<file path="src/rtl/clk_div_pkg.sv">
package clk_div_pkg;
  localparam int SRC_LSB = 24;
  localparam int SRC_W   = 5;
  localparam int AB_BIT  = 11;
  localparam int DIV_LSB = 2;
  localparam int DIV_W   = 4;
  localparam int PD_BIT  = 0;

  typedef struct packed {
    logic [SRC_W-1:0] src;
    logic             autoblk;
    logic             div_ten;
    logic             pd;
  } cdiv_cfg_t;
endpackage

</file>
<file path="src/rtl/cdiv_decode.sv">
module cdiv_decode
  import clk_div_pkg::*;
#(
  parameter int NUM_SRC = 11,
  parameter int DIV_HI  = 10
) (
  input  logic [31:0]      word_i,
  input  logic [SRC_W-1:0] cur_src_i,
  output cdiv_cfg_t        cfg_o,
  output logic             bad_div_o,
  output logic             bad_src_o,
  output logic             blk_start_o
);
  localparam logic [DIV_W-1:0] DIV_TOP = DIV_W'(DIV_HI - 1);
  localparam logic [SRC_W-1:0] SRC_LIM = SRC_W'(NUM_SRC);

  logic [SRC_W-1:0] src;
  logic [DIV_W-1:0] div;
  logic             ab, pd, div_ok;

  always_comb begin
    src    = word_i[SRC_LSB +: SRC_W];
    div    = word_i[DIV_LSB +: DIV_W];
    ab     = word_i[AB_BIT];
    pd     = word_i[PD_BIT];
    div_ok = (div == '0) || (div == DIV_TOP);
    bad_div_o   = !pd && !div_ok;
    bad_src_o   = (src >= SRC_LIM);
    blk_start_o = ab && (src != cur_src_i);
    cfg_o.src     = src;
    cfg_o.autoblk = ab;
    cfg_o.div_ten = (div == DIV_TOP);
    cfg_o.pd      = pd | bad_src_o;  // unknown source behaves as power-down
  end
endmodule

</file>
<file path="src/rtl/cdiv_src_mux.sv">
module cdiv_src_mux
  import clk_div_pkg::*;
#(
  parameter int NUM_SRC = 11
) (
  input  logic [NUM_SRC-1:0] src_pulse_i,
  input  logic [SRC_W-1:0]   sel_i,
  output logic               pulse_o
);
  logic [NUM_SRC-1:0] hit;

  for (genvar i = 0; i < NUM_SRC; i++) begin : g_lane
    assign hit[i] = src_pulse_i[i] && (sel_i == SRC_W'(i));
  end

  assign pulse_o = |hit;
endmodule

</file>
<file path="src/rtl/cdiv_core.sv">
module cdiv_core #(
  parameter int DIV_HI     = 10,
  parameter int BLK_PULSES = 2
) (
  input  logic clk_i,
  input  logic rst_ni,
  input  logic wr_i,
  input  logic apply_i,
  input  logic blk_start_i,
  input  logic div_ten_i,
  input  logic pd_i,
  input  logic pulse_i,
  output logic blk_o,
  output logic div_en_o
);
  localparam int CNT_W = $clog2(DIV_HI);
  localparam int BLK_W = $clog2(BLK_PULSES + 1);
  localparam logic [CNT_W-1:0] CNT_TOP  = CNT_W'(DIV_HI - 1);
  localparam logic [BLK_W-1:0] BLK_LAST = BLK_W'(BLK_PULSES - 1);

  logic [CNT_W-1:0] cnt_q, cnt_max;
  logic [BLK_W-1:0] bcnt_q;
  logic             blk_q, out_q;

  assign cnt_max = div_ten_i ? CNT_TOP : '0;

  always_ff @(posedge clk_i or negedge rst_ni) begin
    if (!rst_ni) begin
      cnt_q  <= '0;
      bcnt_q <= '0;
      blk_q  <= 1'b0;
      out_q  <= 1'b0;
    end else begin
      out_q <= !wr_i && pulse_i && !pd_i && !blk_q && (cnt_q == '0);
      if (apply_i) begin
        cnt_q  <= '0;
        bcnt_q <= '0;
        blk_q  <= blk_start_i;
      end else if (!wr_i && pulse_i) begin
        if (blk_q) begin
          if (bcnt_q == BLK_LAST) blk_q <= 1'b0;
          bcnt_q <= bcnt_q + 1'b1;
        end else if (pd_i || cnt_q == cnt_max) begin
          cnt_q <= '0;
        end else begin
          cnt_q <= cnt_q + 1'b1;
        end
      end
    end
  end

  assign blk_o    = blk_q;
  assign div_en_o = out_q;
endmodule

</file>
<file path="src/rtl/clk_div_cell.sv">
module clk_div_cell
  import clk_div_pkg::*;
#(
  parameter int NUM_SRC    = 11,
  parameter int REF_SRC    = 10,
  parameter int DIV_HI     = 10,
  parameter int BLK_PULSES = 2
) (
  input  logic               clk_i,
  input  logic               rst_ni,
  input  logic               cfg_wr_i,
  input  logic [31:0]        cfg_word_i,
  input  logic [NUM_SRC-1:0] src_pulse_i,
  output logic               div_en_o,
  output logic               cfg_err_o
);
  cdiv_cfg_t cfg_q, cfg_new;
  logic      bad_div, bad_src, blk_start, apply, sel_pulse, err_q;
  logic      pd_w, div_ten_w, blk_w;

  cdiv_decode #(.NUM_SRC(NUM_SRC), .DIV_HI(DIV_HI)) u_dec (
    .word_i      (cfg_word_i),
    .cur_src_i   (cfg_q.src),
    .cfg_o       (cfg_new),
    .bad_div_o   (bad_div),
    .bad_src_o   (bad_src),
    .blk_start_o (blk_start)
  );

  assign apply = cfg_wr_i && !bad_div;

  always_ff @(posedge clk_i or negedge rst_ni) begin
    if (!rst_ni) begin
      cfg_q.src     <= SRC_W'(REF_SRC);
      cfg_q.autoblk <= 1'b0;
      cfg_q.div_ten <= 1'b0;
      cfg_q.pd      <= 1'b1;
      err_q         <= 1'b0;
    end else begin
      if (apply) cfg_q <= cfg_new;
      if (cfg_wr_i && (bad_div || bad_src)) err_q <= 1'b1;
    end
  end

  cdiv_src_mux #(.NUM_SRC(NUM_SRC)) u_mux (
    .src_pulse_i (src_pulse_i),
    .sel_i       (cfg_q.src),
    .pulse_o     (sel_pulse)
  );

  assign pd_w      = cfg_q.pd;
  assign div_ten_w = cfg_q.div_ten;

  cdiv_core #(.DIV_HI(DIV_HI), .BLK_PULSES(BLK_PULSES)) u_core (
    .clk_i       (clk_i),
    .rst_ni      (rst_ni),
    .wr_i        (cfg_wr_i),
    .apply_i     (apply),
    .blk_start_i (blk_start),
    .div_ten_i   (div_ten_w),
    .pd_i        (pd_w),
    .pulse_i     (sel_pulse),
    .blk_o       (blk_w),
    .div_en_o    (div_en_o)
  );

  assign cfg_err_o = err_q;
endmodule

</file>
<file path="config.mk">
export PLATFORM = sky130hd
export DESIGN_NAME = clk_div_cell
export DESIGN_NICKNAME = d
export VERILOG_FILES = /design/src/rtl/clk_div_pkg.sv /design/src/rtl/cdiv_decode.sv /design/src/rtl/cdiv_src_mux.sv /design/src/rtl/cdiv_core.sv /design/src/rtl/clk_div_cell.sv
export SDC_FILE = /design/constraint.sdc
export NUM_CORES = 1
export LEC_CHECK = 0
export ABC_AREA = 0
export ABC_CLOCK_PERIOD_IN_PS = 5500
export CORE_MARGIN = 2
export CORE_UTILIZATION = 40
export DETAILED_ROUTE_END_ITERATION = 12
export PLACE_DENSITY = 0.76
export SYNTH_ARGS = -nofsm -noshare
export SYNTH_HDL_FRONTEND = slang
export SYNTH_SLANG_ARGS = --single-unit
</file>
<file path="constraint.sdc">
create_clock -name clk_i -period 5.5 [get_ports clk_i]
set_clock_uncertainty 0.1 [all_clocks]
set_input_delay 0.55 -clock clk_i [delete_from_list [all_inputs] [get_ports clk_i]]
set_output_delay 0.55 -clock clk_i [all_outputs]
set_load 0.005 [all_outputs]
</file>
======== Yosys cells after proc, flatten, opt, wreduce, memory -nomap -nowiden ========
Index checks and enable logic that the tools add are counted.
storage, ports and cells
  register bits after elaboration ......... 16
  latch bits .............................. 0
  RAM bits ................................ 0
  bits in read-only memories .............. 0
  input bits .............................. 46
  output and inout port bits .............. 2
  logic and storage cells ................. 75
  memories kept ........................... 0
cells by class
  add/sub/neg operators ................... 2
  multipliers ............................. 0
  divide/modulo/power cells ............... 0
  magnitude comparators ................... 1
  equality and inequality tests ........... 15
  shift-type cells ........................ 0
  muxes and demuxes ....................... 12
  bitwise logic cells ..................... 1
  reduce and logical (&&, ||, !) cells .... 36
operator list
  cell                 count
  $eq 5x3->1 const B   4
  $mux 4               5
  $logic_and 1x1->1    19
  $eq 5x4->1 const B   3
  $reduce_or 11->1     1
  $eq 5x2->1 const B   2
  $logic_not 4->1      2
  $logic_not 1->1      6
  $mux 2               3
  $eq 5x1->1 const B   1
  $ge 5x4->1 const B   1
  $logic_not 5->1      1
  $ne 5x5->1           1
  $add 4x1->4 const B  1
  $eq 4x4->1           1
  $eq 4x4->1 const B   1
  $mux 1               4
  $reduce_and 2->1     2
  $reduce_bool 2->1    2
  $logic_or 1x1->1     3
  $add 2x1->2 const B  1
  $eq 2x1->1 const B   1
  $ne 2x2->1 const B   1
  $or 1x1->1           1

======== Longest topological paths before layout ========
Gate-level depths: netlist of run 1.
  depth after elaboration ................. 8
  depth in mapped cells ................... 6
  gate-level depth less buffers ........... 5

======== Hierarchy ========
A second synthesis of run 1 with hierarchy kept.
unflattened totals
  cells, all modules ...................... 98
  area, all modules ....................... 1064.8 µm²
by module, submodules not included
  module        times used  cells each  area each (µm²)  seq. area each (µm²)
  cdiv_core     1           49          470.5            200.2
  clk_div_cell  1           19          345.3            203.9
  cdiv_decode   1           20          147.6            0.0
  cdiv_src_mux  1           10          101.3            0.0

======== Worst setup path before layout of run 1 ========
OpenSTA, ideal clock, no wires.
  path type ............................... input to register
  start ................................... input port cfg_wr_i
  end ..................................... register u_core.cnt_q[3]
  library setup time ...................... 0.076 ns
  arrival ................................. 1.801 ns
  required time ........................... 5.324 ns
  setup slack ............................. 3.523 ns
  stages on the path ...................... 5
  path buffers ............................ 0
  path through ............................ or4_4 a21oi_4 nand4_4 a2111o_1 o21ai_1
on the way
  word-level cells in the longest chain between the ends .. 4
  elaborated cells on any way between the ends .. 7
  classes of those cells .................. eq/ne (1); mux (1); reduce/logical (5)
RTL lines
  item                         line                text
  from (decl)                  clk_div_cell.sv:11  input logic cfg_wr_i,
  $logic_not 1->1              cdiv_core.sv:39     end else if (!wr_i && pulse_i) begin
  $logic_and 1x1->1            cdiv_core.sv:39
  $reduce_bool 2->1 (no line)  -
  $reduce_and 2->1 (no line)   -
  to (signal assigned)         cdiv_core.sv:46     cnt_q <= cnt_q + 1'b1;
  to (decl)                    cdiv_core.sv:21     logic [CNT_W-1:0] cnt_q, cnt_max;
Several ways; a longest one is shown, not always the timed one.
A chain may end at the register's enable or synchronous reset.

======== Worst setup path after layout of run 1 ========
Ends and elaborated chain as after synthesis.

==> results of run 1 <==
-- layer usage --
layer  GRT usage, %  part of all wire, %
met4           6.27                  1.1
met3           4.22                  4.4
met1           20.2                   46
met5              0                    0
met2           29.6                   49
-- how the worst min path moves through the flow --
stage / slack, ns / end / from
after floorplan: 0.15 / cfg_err_o / rst_ni
after global placement: 0.35 / cfg_err_o / cfg_err_o
after detailed placement: 0.38 / cfg_q[6] / cfg_q[6]
after CTS: 0.39 / u_core.bcnt_q[0] / u_core.bcnt_q[0]
after global routing: 0.43 / u_core.bcnt_q[0] / u_core.bcnt_q[0]
final: 0.39 / u_core.bcnt_q[0] / u_core.bcnt_q[0]
-- placed cells by master, fill, tap and decap left out, types with 2 or more instances in the layout --
cell and count:
inv_1 4, a21oi_1 5, dfrtp_1 13, clkdlybuf4s50_1 26, nor3_1 3, xor2_1 2
o21ai_0 2, nand3_1 6, ha_1 3, mux2i_1 7, a21o_1 2, nand4_1 2
xnor2_1 4, o21ai_1 4, dfstp_2 3, nor2_1 5, nand3b_1 4, clkbuf_4 3
nand2_1 24, nand2b_1 2
-- final cells by class --
class,count,area [µm²]
fill,230,1130
multi-input combinational,94,621
sequential,16,404
timing repair buffer,26,260
tap,30,37.5
clock buffer,4,36.3
inverter,4,15.0
-- through the flow --
| step | instances | hold WS, ns |
|---|---|---|
| floorplan | 118 | 0.154 |
| global placement | 170 | 0.355 |
| detailed placement | 170 | 0.381 |
| CTS | 174 | 0.394 |
| global route | 174 | 0.428 |
| finish | 174 | 0.387 |
-- kinds of logic after synthesis --
kind of cell / count (synthesis) / share of synthesized area (%)
buffers and inverters: 8 / 3.19
XOR/XNOR: 6 / 4.96
flip-flops: 16 / 38.2
adder cells (fa/ha/maj): 3 / 3.55
AO/OA/AOI/OAI: 24 / 16.2
AND/OR/NAND/NOR: 54 / 27.3
multiplexers: 7 / 6.62
-- worst max-delay path: stages --
cell	delay (ns)
clkdlybuf4s50_1	0.52
nor4b_1	0.55
nand3b_1	0.32
a2111o_1	0.48
o21ai_1	0.08
-- registers in the layout, summed over array words and instances (netlist names) --
| name | flops |
|---|---|
| u_core.bcnt_q | 2 |
| cfg_err_o | 1 |
| div_ten_w | 1 |
| u_core.div_en_o | 1 |
| pd_w | 1 |
| u_core.cnt_q | 4 |
| u_core.blk_o | 1 |
| cfg_q | 5 |
-- power by group through the flow --
| stage | Sequential (mW) | Clock (mW) | Combinational, mW |
|---|---|---|---|
| CTS | 0.145 | 0.0796 | 0.0774 |
| finish | 0.145 | 0.0772 | 0.0769 |
| floorplan | 0.139 | 0 | 0.0525 |
| global route | 0.147 | 0.0858 | 0.0854 |
| detailed placement | 0.147 | 0 | 0.0763 |
| global placement | 0.146 | 0 | 0.0743 |
==> impl_metrics.csv, run 1 <==
group,metric,value,unit
power,power.internal,0.212,mW
yosys,ys_top_cells_by_area,"dfrtp_1 31%, nand2_1 8.5%, dfstp_2 7.4%",
layout,utilization,55.0,%
yosys,synth_top_area_share,30.7,%
hold_path,hold_path.class,"reg -> reg",
critical_path,reg2reg_from,"cfg_q[3]",
sta,final_hold_viol_count,0,
global_routing,track_usage,17.0,%
clock_network,clock_latency,0.28,ns
critical_path,required,5.61,ns
yosys,postSynthCellCount,118,
power,peakVddDrop,0.181,mV
place,hpwl,1780,µm
sta,tightest_slew,0.739,ns
clock_network,htree_levels,1,
critical_path,crit_path_end_kind,"register",
yosys,yosysMostFrequentCell,"nand2_1",
routing,dr.pass1.iters,4,
routing,drc,0,
clock_network,cts_root_buffer,"clkbuf_4",
critical_path,crit_end,"u_core.cnt_q[3]",
yosys,yosys_warnings,0,
routing,ant_nets,0,
routing,wl,2390,µm
die,fp.dieH,55.4,µm
yosys,synth_area,1060,µm²
die,ios,48,
layout,diodes,0,
die,std_cell_rows,18,
hold_path,hold_path_depth,1,
routing,viasPerCell,5.49,
clock_network,cts_tree,"done",
power,p_switching,0.0874,mW
power,power_density,218,nW/µm²
layout,drive_above_1_share,6.94,%
place,post-place-ws,2.86,ns
layout,fin_nets,194,
global_routing,first_global_vias,960,
die,fp.coreArea,2500,µm²
critical_path,r2r_slack,3.35,ns
place,place.gp.congestion,0.784,
global_routing,antenna_found_initial,0,
routing,vias,956,
sta,fmax,418,MHz
die,initial_core_util,42.3,%
routing,wl_per_cell,13.7,µm
critical_path,arrival,2.51,ns
yosys,synth-edff-count,0,
clock_network,cts_buffer_depth,2,
layout,area_growth,29.8,%
global_routing,overflow,0,
yosys,ys_seq_area_share,38.2,%
clock_network,clock-sinks,16,
place,dpl-instance-area,1340,µm²
clock_network,cts_setup_buffers,0,
die,die_area,3070,µm²
sta,fin_ws,3.11,ns
sta,slew_viol_final,0,
yosys,synth_nets,167,
critical_path,worst-setup-path-type,"in -> reg",
yosys,syn_area_per_cell,8.97,µm²
critical_path,cp-startpoint,"cfg_wr_i",
global_routing,grt_pass1_wl,4260,µm
routing,drtIter0Drc,22,
yosys,yosys.area.top_type,"dfrtp_1",
place,numPortBuffers,26,
power,comb_power_share,25.7,%
critical_path,crit_path_start_kind,"input port",
clock_network,clk_pin_slew,0.10,ns
sta,tns,0,ns
yosys,synth_common_cells,"24 x nand2_1, 13 x dfrtp_1, 7 x mux2i_1, 6 x nand3_1",
clock_network,cts_hold_buffers,0,
clock_network,cts_resized,0,
power,p_leak,0.554,nW
power,p_total,0.299,mW
power,switching_share,29.2,%
critical_path,rr_worst_depth,5,
power,clockPowerShare,25.8,%
yosys,synth_ff_type,"dfrtp_1",
job,drv_cap,0,
sta,slew-limit-headroom,50.6,%
sta,min_period,2.39,ns
critical_path,timing.rr.end,"u_core.bcnt_q[1]",
sta,rsz0062_at_grt,"false",
status,status,"complete, no violations",
clock_network,cts_buffers,3,
critical_path,crit_fanout,7,
die,die_w,55.4,µm
yosys,async_reset_ff_share,100,%
sta,finalSetupViolCount,0,
sta,fin_crit_sh,43.5,%
layout,design_area,1370,µm²
yosys,ys_seq_elements,16,
yosys,ys_types,40,
global_routing,grt_max_degree,17,
power,power_frac_seq,48.5,%
(Power assumes the default switching activity.)
==> run 2: changes to the inputs <==
--- a/config.mk
+++ b/config.mk
@@ -6,11 +6,11 @@
 export NUM_CORES = 1
 export LEC_CHECK = 0
 export ABC_AREA = 0
-export ABC_CLOCK_PERIOD_IN_PS = 5500
+export ABC_CLOCK_PERIOD_IN_PS = 2000
 export CORE_MARGIN = 2
-export CORE_UTILIZATION = 40
+export CORE_UTILIZATION = 37
 export DETAILED_ROUTE_END_ITERATION = 12
-export PLACE_DENSITY = 0.76
+export PLACE_DENSITY = 0.73
 export SYNTH_ARGS = -nofsm -noshare
 export SYNTH_HDL_FRONTEND = slang
 export SYNTH_SLANG_ARGS = --single-unit
==> constraint.sdc (replaced) <==
create_clock -name clk_i -period 2 [get_ports clk_i]
set_clock_uncertainty 0.1 [all_clocks]
set_input_delay 0.2 -clock clk_i [delete_from_list [all_inputs] [get_ports clk_i]]
set_output_delay 0.2 -clock clk_i [all_outputs]
set_load 0.005 [all_outputs]
==> run 2 against run 1 <==
Compared with the run above: critical path depth is 1 higher; die area is 7.5% higher; count of clock-buffer cells in the layout stayed put; power grew to 2.8 times the previous value; critical path type is now reg -> reg; final cell count is 9.8% higher; highest routed layer unchanged.
==> impl_metrics.csv, run 2 (same netlist as run 1, synthesis figures left out) <==
group,metric,value,unit
layout,mostFrequentLayoutCell,"clkdlybuf4s50_1",
routing,vias,1014,
die,initial_core_util,38.7,%
clock_network,cts_resized,0,
die,ios,48,
routing,wl_met2,1160,µm
global_routing,grt_pass1_wl,4300,µm
layout,fin_nets,210,
status,status,"complete, no violations",
global_routing,grt_max_degree,17,
routing,viasPerCell,5.31,
routing,dr.pass1.iters,4,
sta,holdWs,0.120,ns
clock_network,clock_latency,0.29,ns
layout,num-fill-cells,249,
place,dp.cells,187,
clock_network,cts_setup_buffers,0,
global_routing,antenna_found_initial,0,
global_routing,track_usage,16.5,%
sta,fmax,529,MHz
routing,ant_nets,0,
clock_network,cts_tree,"done",
layout,design_area,1490,µm²
sta,slew_viol_final,0,
routing,wl_met3,109,µm
job,drv_cap,0,
layout,area_growth,40.7,%
routing,wl,2450,µm
critical_path,worst-setup-path-type,"reg -> reg",
sta,final_hold_viol_count,0,
critical_path,crit_fanout,5,
die,std_cell_rows,19,
layout,diodes,0,
sta,tns,0,ns
sta,rsz0062_at_grt,"false",
die,die_area,3300,µm²
routing,wl_per_cell,12.8,µm
critical_path,crit_path_end_kind,"register",
critical_path,required,2.08,ns
clock_network,cts_buffer_depth,2,
sta,finalSetupViolCount,0,
routing,drc,0,
place,post-place-ws,-0.148,ns
critical_path,crit_path_start_kind,"register",
layout,largest_register_ffs,5,
routing,drtIter0Drc,23,
die,die_w,57.5,µm
die,fp.coreArea,2730,µm²
sta,fin_ws,0.111,ns
sta,fin_crit_sh,94.5,%
clock_network,cts_buffers,3,
routing,highest_layer,"met4",
clock_network,cts_root_buffer,"clkbuf_4",
clock_network,clk_pin_slew,0.10,ns
critical_path,arrival,1.97,ns
routing,m1WireLength,1140,µm
clock_network,clock-sinks,16,
place,dpl-instance-area,1460,µm²
sta,tightest_slew,0.376,ns
clock_network,htree_levels,1,
layout,final_cell_mix,"26 x clkdlybuf4s50_1, 24 x nand2_1, 16 x buf_4",
place,numPortBuffers,26,
global_routing,first_global_vias,1029,
layout,reg_top3,"cfg_q: 5 flops, u_core.cnt_q: 4 flops, u_core.bcnt_q: 2 flops",
layout,drive_above_1_share,16.3,%
die,fp.dieH,57.5,µm
layout,top_register,"cfg_q",
layout,utilization,54.5,%
power,power_density,561,nW/µm²
power,p_leak,0.624,nW
sta,slew-limit-headroom,74.3,%
global_routing,overflow,0,
place,hpwl,1970,µm
clock_network,cts_hold_buffers,0,
power,p_total,0.835,mW
layout,layout.cells.non_filler,191,
sta,min_period,1.89,ns
power,peakVddDrop,0.384,mV
hold_path,hold_path.class,"in -> async",
place,place.gp.congestion,0.871,
run 2: routing by layer:
layer	global-route usage (%)	vias to the layer above
met2	28.1	26
met4	7.97	0
li1	-	510
met5	0	-
met3	2.27	5
met1	20.5	473
run 2: worst paths after layout:
path	from	end	slack (ns)	cells after the start
min	rst_ni	u_core.cnt_q[1]	0.12	2
max reg2reg	cfg_q[6]	u_core.cnt_q[3]	0.11	6
min reg2reg	cfg_err_o	cfg_err_o	0.39	1
max	cfg_q[6]	u_core.cnt_q[3]	0.11	6
max in group asynchronous	rst_ni	cfg_q[4]	1.43	2
min in group clk_i	cfg_err_o	cfg_err_o	0.39	1
run 2: worst max-delay path, stage by stage, from the launching register on:
cell	delay, ns
dfstp_2	0.40
or4_4	0.53
a21oi_4	0.16
nand4_4	0.15
buf_4	0.17
a32oi_1	0.17
o21ai_1	0.11
run 2: area by class of cell:
cell class / instances / area (µm²) / area share, %
multi-input cells: 94 / 624 / 41.9
flip-flops and latches: 16 / 404 / 27.1
repair buffers: 42 / 380 / 25.5
well taps: 31 / 38.8 / 2.61
clock buffers: 4 / 26.3 / 1.76
inverters: 4 / 15.0 / 1.01
run 2: report_power, final:
group / switching [mW] / total [mW] / internal, mW
Clock: 0.106 / 0.183 / 0.0776
Sequential: 0.0261 / 0.384 / 0.358
Combinational: 0.120 / 0.268 / 0.148
==> run 3: changes to the inputs <==
--- a/config.mk
+++ b/config.mk
@@ -7,7 +7,6 @@
 export LEC_CHECK = 0
 export ABC_AREA = 0
 export ABC_CLOCK_PERIOD_IN_PS = 2000
-export CORE_MARGIN = 2
 export CORE_UTILIZATION = 37
 export DETAILED_ROUTE_END_ITERATION = 12
 export PLACE_DENSITY = 0.73
==> constraint.sdc (replaced) <==
create_clock -name clk_i -period 2 [get_ports clk_i]
set_clock_uncertainty 0.1 [all_clocks]
set_input_delay 0.4 -clock clk_i [delete_from_list [all_inputs] [get_ports clk_i]]
set_output_delay 0.4 -clock clk_i [all_outputs]
set_load 0.005 [all_outputs]
==> run 3 against run 2 <==
Compared with the run above: worst hold slack better by 0.19 ns; global-route usage up 1.5 points; setup slack got worse by 0.0011 ns; flip-flop and latch count unchanged; count of clock-buffer cells in the layout unchanged; die area fell by 6.8%; sequential power about the same; critical path depth is 1 lower; design area grew 2.0%; critical endpoint unchanged.
==> impl_metrics.csv, run 3 (same netlist as run 1, synthesis figures left out) <==
group,metric,value,unit
routing,wl_met3,102,µm
die,ios,48,
routing,wl_per_cell,13.3,µm
place,hpwl,2010,µm
critical_path,reg2reg_from,"cfg_q[7]",
sta,fin_crit_sh,94.5,%
routing,m1WireLength,1110,µm
sta,fmax,529,MHz
clock_network,clk_pin_slew,0.10,ns
routing,vias,1043,
die,initial_core_util,38.7,%
critical_path,cp_cell_sequence,"or4_4, a21oi_4, nand4_4, a2111o_1, o21ai_1",
place,post-place-ws,-0.373,ns
die,std_cell_rows,19,
sta,rsz0062_at_grt,"false",
critical_path,required,2.13,ns
die,die_area,3080,µm²
layout,utilization,55.6,%
layout,top_register,"cfg_q",
routing,highest_layer,"met4",
clock_network,clock-sinks,16,
sta,fin_ws,0.110,ns
place,numPortBuffers,26,
sta,tightest_slew,0.367,ns
global_routing,antenna_found_initial,0,
layout,area_growth,43.5,%
hold_path,hold_path.class,"in -> async",
clock_network,clock_latency,0.29,ns
critical_path,arrival,2.02,ns
routing,wl,2550,µm
sta,min_period,1.89,ns
global_routing,overflow,0,
clock_network,cts_root_buffer,"clkbuf_4",
layout,reg_top3,"cfg_q: 5 flops, u_core.cnt_q: 4 flops, u_core.bcnt_q: 2 flops",
sta,slew-limit-headroom,74.9,%
layout,final_cell_mix,"25 x clkdlybuf4s50_1, 24 x nand2_1, 17 x buf_4",
place,place.gp.congestion,0.803,
die,fp.coreArea,2730,µm²
critical_path,cp_top_family,"simple AND/OR/NAND/NOR gates",
critical_path,critPathSlowestCell,"or4_4",
critical_path,r2r_slack,0.11,ns
critical_path,rr_worst_depth,5,
layout,drive_above_1_share,18.6,%
layout,fin_nets,211,
power,peakVddDrop,0.444,mV
critical_path,timing.rr.end,"u_core.cnt_q[3]",
routing,drc,0,
global_routing,grt_pass1_wl,4440,µm
sta,final_hold_viol_count,0,
clock_network,cts_tree,"done",
clock_network,cts_buffers,3,
critical_path,max_stage_delay,0.56,ns
power,p_leak,0.638,nW
layout,mostFrequentLayoutCell,"clkdlybuf4s50_1",
status,status,"complete, no violations",
critical_path,cp_num_buf_inv,0,
sta,finalSetupViolCount,0,
critical_path,crit_fanout,5,
clock_network,cts_hold_buffers,0,
global_routing,grt_max_degree,17,
routing,ant_nets,0,
layout,diodes,0,
layout,layout.cells.non_filler,192,
critical_path,crit_path_start_kind,"register",
clock_network,htree_levels,1,
power,power_density,577,nW/µm²
routing,drtIter0Drc,32,
routing,dr.pass1.iters,4,
global_routing,track_usage,18.0,%
place,dp.cells,187,
routing,viasPerCell,5.43,
die,fp.dieH,55.5,µm
global_routing,first_global_vias,1034,
routing,wl_met2,1290,µm
sta,slew_viol_final,0,
critical_path,crit_path_end_kind,"register",
layout,num-fill-cells,250,
critical_path,worst-setup-path-type,"reg -> reg",
die,die_w,55.5,µm
sta,holdWs,0.314,ns
layout,largest_register_ffs,5,
job,drv_cap,0,
clock_network,cts_buffer_depth,2,
power,p_total,0.876,mW
-- run 3: worst max path at each step --
| stage | cells past startpoint | slack (ns) | to | from |
|---|---|---|---|---|
| global placement | 6 | -0.34 | u_core.cnt_q[3] | cfg_wr_i |
| floorplan | 6 | 0.07 | u_core.bcnt_q[0] | cfg_q[4] |
| CTS | 5 | 0.05 | u_core.cnt_q[3] | cfg_q[7] |
| finish | 5 | 0.11 | u_core.cnt_q[3] | cfg_q[7] |
| global route | 7 | 0.007 | u_core.cnt_q[0] | cfg_q[3] |
| detailed placement | 7 | -0.37 | u_core.cnt_q[3] | cfg_wr_i |
-- run 3: what timing repair did --
item | 4_1_cts | 5_1_grt
endpoints found under the setup margin | 1 | 4
cloned | 0 | 0
pin swaps | 3 | 1
setup buffers | 1 | 0
resized for setup | 2 | 2
-- run 3: per-layer routing --
layer	vias to the layer above	track usage (%)
li1	509	-
met1	504	21.1
met2	26	31.7
met3	4	3.28
met4	0	8.21
met5	-	0
-- run 3: where the power goes --
part | total, mW | switching [mW] | internal (mW)
combinational | 0.268 | 0.121 | 0.147
clock | 0.222 | 0.111 | 0.111
sequential | 0.385 | 0.0276 | 0.358
total | 0.876 | 0.260 | 0.616
-- run 3: cell type report --
type / instances / area (µm²) / area share, %
Multi-Input combinational cell: 94 / 638 / 42.0
Sequential cell: 16 / 404 / 26.6
Timing Repair Buffer: 43 / 387 / 25.5
Tap cell: 31 / 38.8 / 2.55
Clock buffer: 4 / 36.3 / 2.39
Inverter: 4 / 15.0 / 0.988
-- run 3: metrics by stage --
step,cell area (µm²),TNS [ns]
global placement,1460,-1.79
CTS,1510,0
global route,1520,0
detailed placement,1460,-2.04
finish,1520,0
floorplan,1060,0
